==> config.mk <==
export PLATFORM = sky130hd
export DESIGN_NAME = serial_adder
export DESIGN_NICKNAME = d
export VERILOG_FILES = /design/src/rtl/serial_adder_pkg.sv /design/src/rtl/sa_full_adder.sv /design/src/rtl/sa_shift_reg.sv /design/src/rtl/sa_step_ctrl.sv /design/src/rtl/serial_adder.sv
export SDC_FILE = /design/constraint.sdc
export NUM_CORES = 1
export LEC_CHECK = 0
export CORE_MARGIN = 8
export CORE_UTILIZATION = 35
export DETAILED_ROUTE_END_ITERATION = 8
export SYNTH_ARGS = -nofsm -noshare
export SYNTH_HDL_FRONTEND = slang
export SYNTH_SLANG_ARGS = --single-unit
==> constraint.sdc <==
create_clock -name clk_i -period 1.6 [get_ports clk_i]
set_clock_uncertainty 0.2 [all_clocks]
set_input_delay 0.32 -clock clk_i [delete_from_list [all_inputs] [get_ports clk_i]]
set_output_delay 0.32 -clock clk_i [all_outputs]
set_load 0.02 [all_outputs]
==> src/rtl/serial_adder_pkg.sv <==
package serial_adder_pkg;
  typedef enum logic {
    ST_IDLE = 1'b0,
    ST_RUN  = 1'b1
  } sa_state_e;
endpackage

==> src/rtl/sa_full_adder.sv <==
module sa_full_adder (
  input  logic a_i,
  input  logic b_i,
  input  logic c_i,
  output logic s_o,
  output logic c_o
);
  assign s_o = a_i ^ b_i ^ c_i;
  assign c_o = (a_i & b_i) | (c_i & (a_i ^ b_i));
endmodule

==> src/rtl/sa_shift_reg.sv <==
module sa_shift_reg #(
  parameter int unsigned W = 4
) (
  input  logic         clk_i,
  input  logic         rst_ni,
  input  logic         load_i,
  input  logic [W-1:0] load_val_i,
  input  logic         shift_i,
  input  logic         ser_i,
  output logic [W-1:0] q_o
);
  logic [W-1:0] q_q;

  // load wins over shift; shift moves right, ser_i enters at the MSB
  always_ff @(posedge clk_i or negedge rst_ni) begin
    if (!rst_ni) begin
      q_q <= '0;
    end else if (load_i) begin
      q_q <= load_val_i;
    end else if (shift_i) begin
      q_q <= {ser_i, q_q[W-1:1]};
    end
  end

  assign q_o = q_q;
endmodule

==> src/rtl/sa_step_ctrl.sv <==
module sa_step_ctrl
  import serial_adder_pkg::*;
#(
  parameter int unsigned W = 4
) (
  input  logic clk_i,
  input  logic rst_ni,
  input  logic start_i,
  output logic step_o,
  output logic done_o
);
  localparam int unsigned CW = (W > 1) ? $clog2(W) : 1;
  localparam logic [CW-1:0] LAST = CW'(W - 1);

  sa_state_e     state_q;
  logic [CW-1:0] cnt_q;
  logic          done_q;

  always_ff @(posedge clk_i or negedge rst_ni) begin
    if (!rst_ni) begin
      state_q <= ST_IDLE;
      cnt_q   <= '0;
      done_q  <= 1'b0;
    end else begin
      done_q <= 1'b0;
      if (start_i) begin
        state_q <= ST_RUN;
        cnt_q   <= '0;
      end else if (state_q == ST_RUN) begin
        cnt_q <= cnt_q + 1'b1;
        if (cnt_q == LAST) begin
          state_q <= ST_IDLE;
          done_q  <= 1'b1;
        end
      end
    end
  end

  assign step_o = (state_q == ST_RUN);
  assign done_o = done_q;
endmodule

==> src/rtl/serial_adder.sv <==
module serial_adder #(
  parameter int unsigned W = 4
) (
  input  logic         clk_i,
  input  logic         rst_ni,
  input  logic         start_i,
  input  logic [W-1:0] a_i,
  input  logic [W-1:0] b_i,
  output logic [W-1:0] sum_o,
  output logic         carry_o,
  output logic         done_o
);
  logic         step;
  logic [W-1:0] opa_q, opb_q, res_q;
  logic         carry_q;
  logic         fa_s, fa_c;

  sa_step_ctrl #(.W(W)) u_ctrl (
    .clk_i  (clk_i),
    .rst_ni (rst_ni),
    .start_i(start_i),
    .step_o (step),
    .done_o (done_o)
  );

  sa_shift_reg #(.W(W)) u_opa (
    .clk_i     (clk_i),
    .rst_ni    (rst_ni),
    .load_i    (start_i),
    .load_val_i(a_i),
    .shift_i   (step),
    .ser_i     (1'b0),
    .q_o       (opa_q)
  );

  sa_shift_reg #(.W(W)) u_opb (
    .clk_i     (clk_i),
    .rst_ni    (rst_ni),
    .load_i    (start_i),
    .load_val_i(b_i),
    .shift_i   (step),
    .ser_i     (1'b0),
    .q_o       (opb_q)
  );

  sa_full_adder u_fa (
    .a_i(opa_q[0]),
    .b_i(opb_q[0]),
    .c_i(carry_q),
    .s_o(fa_s),
    .c_o(fa_c)
  );

  // sum bits enter at the top so the LSB lands in bit 0 after W shifts
  sa_shift_reg #(.W(W)) u_res (
    .clk_i     (clk_i),
    .rst_ni    (rst_ni),
    .load_i    (start_i),
    .load_val_i('0),
    .shift_i   (step),
    .ser_i     (fa_s),
    .q_o       (res_q)
  );

  always_ff @(posedge clk_i or negedge rst_ni) begin
    if (!rst_ni) begin
      carry_q <= 1'b0;
    end else if (start_i) begin
      carry_q <= 1'b0;
    end else if (step) begin
      carry_q <= fa_c;
    end
  end

  assign sum_o   = res_q;
  assign carry_o = carry_q;
endmodule

Word-level counts from Yosys, hierarchy flattened
Index checks and enable logic that the tools add are counted.
- register bits after elaboration: 17
- bits of input ports: 11
- logic and storage cells: 31
- $add $sub $neg: 1
- equality and inequality tests: 1
- multiplexer cells: 16
- bitwise gates (word level): 5
- reduce and logical (&&, ||, !) cells: 1
- operators by type and width (operator ; number):
    4-bit two-way mux ; 6
    1-bit two-way mux ; 8
    2-bit two-way mux ; 2
    2-bit by 1-bit adder with 2-bit output (second input constant) ; 1
    1-bit AND ; 2
    2-bit == test (second input constant) ; 1
    2-bit nonzero test ; 1
    1-bit XOR ; 2
    1-bit OR ; 1

Logic depth before layout (Yosys ltp)
- depth after elaboration: 5
- depth in mapped cells: 4
- gate-level depth less buffers: 3

Cells and area by module
From an unflattened synthesis, not the netlist that was laid out.
- cell total of the unflattened synthesis: 69
- area, all modules: 780.7 um2
- by module, submodules not included (module ; times used ; cells each ; area each (um2) ; seq. area each (um2)):
    sa_shift_reg ; 3 ; 17 ; 186.4 ; 100.1
    sa_step_ctrl ; 1 ; 13 ; 158.9 ; 100.1
    serial_adder ; 1 ; 4 ; 42.5 ; 25.0
    sa_full_adder ; 1 ; 1 ; 20.0 ; 0.0

Worst setup path after synthesis
No wires, ideal clock.
- path kind: reg2reg
- start point: reg carry_q, in the netlist carry_o
- end point: reg u_res.q_q[3], in the netlist u_res.q_o[3]
- setup time: 0.118 ns
- arrival: 1.113 ns
- setup slack: 0.168 ns
- cell stages (with the launch flop): 4
- path through: dfrtp_1 fa_1 mux2i_1 nor2_1
- cells in the longest elaborated chain, start to end: 3
- ends and longest elaborated chain (item ; line ; source):
    start, declared ; serial_adder.sv:15 ; logic carry_q;
    start signal, assigned ; serial_adder.sv:67 ; carry_q <= 1'b0;
    start signal, assigned ; serial_adder.sv:69 ; carry_q <= 1'b0;
    start signal, assigned ; serial_adder.sv:71 ; carry_q <= fa_c;
    1-bit XOR ; sa_full_adder.sv:8 ; assign s_o = a_i ^ b_i ^ c_i;
    4-bit two-way mux ; sa_shift_reg.sv:20 ; end else if (shift_i) begin
    4-bit two-way mux ; sa_shift_reg.sv:18 ; end else if (load_i) begin
    end signal, assigned ; sa_shift_reg.sv:19 ; q_q <= load_val_i;
    end signal, assigned ; sa_shift_reg.sv:21 ; q_q <= {ser_i, q_q[W-1:1]};
    end, declared ; sa_shift_reg.sv:12 ; logic [W-1:0] q_q;
No other way between the ends. The select of a mux whose other input is x is not followed.
A chain may end at the register's enable or synchronous reset.

Worst setup path after layout
- start point: reg u_res.q_q[2], in the netlist u_res.q_o[2]
- end point: out sum_o[2]
- RTL lines (item ; line ; source):
    end, declared ; serial_adder.sv:9 ; output logic [W-1:0] sum_o,
No word-level cell between the ends.

==> results.sh <==
export IMPL_clk_latency_ns=0.28
export IMPL_port_buffers=16
export IMPL_yosysUniqueCellTypes=15
export IMPL_clockPowerShare_pct=23.5
export IMPL_detail_route_antenna_nets=0
export IMPL_vias=494
export IMPL_drtIter0Drc=5
export IMPL_start_util_pct=35.7
export IMPL_die_w_um=62.6
export IMPL_yosysSeqAreaShare_pct=56.0
export IMPL_clockBufferDepth=2
export IMPL_htreeDepth=1
export IMPL_cts_root_buf="clkbuf_4"
export IMPL_slew_viol_final=0
export IMPL_p_per_area_mw_per_mm2=962
export IMPL_status="finished clean"
export IMPL_numClockSinks=17
export IMPL_timing_hold_ws_ns=0.140
export IMPL_area_growth_pct=28.3
export IMPL_grt_pass1_vias=528
export IMPL_fin_crit_sh_pct=95.6
export IMPL_r2r_start="carry_o"
export IMPL_crit_buf_inv=1
export IMPL_grt_max_degree=18
export IMPL_syn_nets=75
export IMPL_drtPass1Iterations=2
export IMPL_cp_arrival_ns=1.01
export IMPL_crit_family="flip-flops"
export IMPL_worst_path_max_delay_cell="dfrtp_1"
export IMPL_via_per_inst=4.45
export IMPL_fmax_ghz=0.654
export IMPL_diodes=0
export IMPL_synth_top_family_by_area="multiplexers"
export IMPL_dpl_cell_count=107
export IMPL_highest_layer="met4"
export IMPL_placementRows=17
export IMPL_p_leak_uw=0.000529
export IMPL_post_route_drc_count=0
export IMPL_die_area_mm2=0.00392
export IMPL_rsz0062_at_grt="no"
export IMPL_path_cells="dlygate4sd2_1"
export IMPL_irDropWorstVdd_mv=0.507
export IMPL_pin_count=17
export IMPL_synthSimpleGateAreaFrac_pct=8.90
export IMPL_end_kind="output pin"
export IMPL_synth_xor_area_share_pct=1.15
export IMPL_cts_tree="built"
export IMPL_layout_min_cycle_time_ns=1.53
export IMPL_die_h_um=62.6
export IMPL_ys_warn_count=0
export IMPL_drive_gt1_share_pct=13.3
export IMPL_place_area_um2=958
export IMPL_pwr_share_seq_pct=54.4
export IMPL_hp_class="input port to async pin"
export IMPL_synthCells=62
export IMPL_worst_pin_slew_ns=0.357
export IMPL_swShare_pct=27.6
export IMPL_final_cell_mix="dfrtp_1, mux2i_1, clkdlybuf4s50_1"
export IMPL_syn_area_um2=759
export IMPL_hold_buffers=0
export IMPL_post_drt_wl_per_cell_um=12.0
export IMPL_ys_ff_latch=17
export IMPL_maxCapViolations=0
export IMPL_fin_nets=97
export IMPL_required_ns=1.08
export IMPL_antenna_found_initial=0
export IMPL_crit_path_start_kind="flip-flop"
export IMPL_dp_hpwl_um=1030
export IMPL_synthAdderAreaFrac_pct=4.28
export IMPL_core_mm2=0.00213
export IMPL_r2r_end="u_res.q_o[3]"
export IMPL_stdcell_count=111
export IMPL_place_congestion=0.721
export IMPL_grt_overflow=0
export IMPL_synth_compound_area_share_pct=7.25
export IMPL_grt_pass1_wl_um=2340
export IMPL_wl_met3_um=41
export IMPL_fin_tns_setup_ns=0
export IMPL_synth_mux_area_share_pct=15.8
export IMPL_path_class="flip-flop to output pin"
export IMPL_hold_viol=0
export IMPL_rrSetupSlack_ns=0.21
export IMPL_worst_path_max_fanout=3
export IMPL_drt_met1_wl_um=594
export IMPL_clk_pin_slew_ns=0.10
export IMPL_numCtsBuffers=3
export IMPL_drt_total_wl_um=1330
export IMPL_slowest_delay_ns=0.40
export IMPL_postCtsSetupBuffers=0
export IMPL_power_frac_comb_pct=22.1
export IMPL_slew_headroom_pct=76.2
export IMPL_finalSetupViolCount=0
export IMPL_synth_area_per_cell_um2=12.2
export IMPL_internal_power_uw=679
export IMPL_final_area_um2=975
export IMPL_switchingPower_uw=258
export IMPL_layout_commonest_cell="dfrtp_1"
export IMPL_rr_worst_depth=3
export IMPL_grt_usage_pct=7.49
export IMPL_wl_met2_um=671
sequential cells by signal (all words and copies together), names as in the netlist:
name,count
u_ctrl.step_o,1
u_opa.q_o,4
u_ctrl.cnt_q,2
u_ctrl.done_o,1
u_res.q_o,4
carry_o,1
u_opb.q_o,4
metal layers:
metal,GRT usage (%),up-vias
li1,-,255
met1,8.37,229
met2,11.6,8
met3,1.61,2
met4,6.84,0
met5,0,-
area by class of cell:
type / instances / area [um^2]
timing repair buffer: 21 / 199
multi-input combinational: 40 / 284
inverter: 1 / 3.75
tap: 28 / 35.0
sequential: 17 / 425
clock buffer: 3 / 22.5
clock inverter: 1 / 5.00
fill: 208 / 1150
worst max-delay path by stage:
stage | start | end | slack [ns] | depth (start not counted)
after floorplan | carry_o | u_res.q_o[3] | 0.17 | 3
after global placement | start_i | u_opa.q_o[3] | 0.07 | 3
after detailed placement | start_i | u_opa.q_o[1] | 0.05 | 3
after CTS | carry_o | carry_o | 0.02 | 1
after global routing | u_res.q_o[3] | sum_o[3] | 0.005 | 1
final | u_res.q_o[2] | sum_o[2] | 0.07 | 1
cell usage after synthesis:
| cell type | number | area [um^2] |
|---|---|---|
| buf_4 | 2 | 15.0 |
| nor2_1 | 8 | 30.0 |
| nand2_1 | 7 | 26.3 |
| dfrtp_1 | 17 | 425 |
| buf_12 | 1 | 20.0 |
| o21ai_0 | 6 | 30.0 |
| nor2_4 | 1 | 11.3 |
| ha_1 | 1 | 12.5 |
| fa_1 | 1 | 20.0 |
| a22o_1 | 2 | 17.5 |
| a21o_1 | 1 | 7.51 |
| inv_1 | 1 | 3.75 |
| buf_6 | 1 | 11.3 |
| mux2i_1 | 12 | 120 |
| xnor2_1 | 1 | 8.76 |
stage by stage:
step / setup slack [ns] / utilization [%] / total power (uW)
6_report: 0.0701 / 45.8 / 937
5_1_grt: 0.00458 / 45.8 / 1010
4_1_cts: 0.0235 / 46.0 / 965
3_5_place_dp: 0.0519 / 45.1 / 744
3_3_place_gp: 0.0697 / 45.1 / 736
2_1_floorplan: 0.168 / - / 651
kinds of logic after synthesis:
kind of cell | Yosys count
compound gates | 9
xor+xnor | 1
fa+ha+maj | 2
buf+inv | 5
flops | 17
mux | 12
simple gates | 16
power by group through the flow:
stage	combinational (uW)	clock (uW)	sequential, uW
2_1_floorplan	125	0	525
3_3_place_gp	217	0	519
3_5_place_dp	223	0	521
4_1_cts	213	240	512
5_1_grt	230	260	518
6_report	207	220	510
timing repair:
item,CTS,global route
gates resized for setup,6,2
gates cloned,0,0
setup endpoints to repair,6,1
No activity file was read; power rests on OpenSTA's default activity.
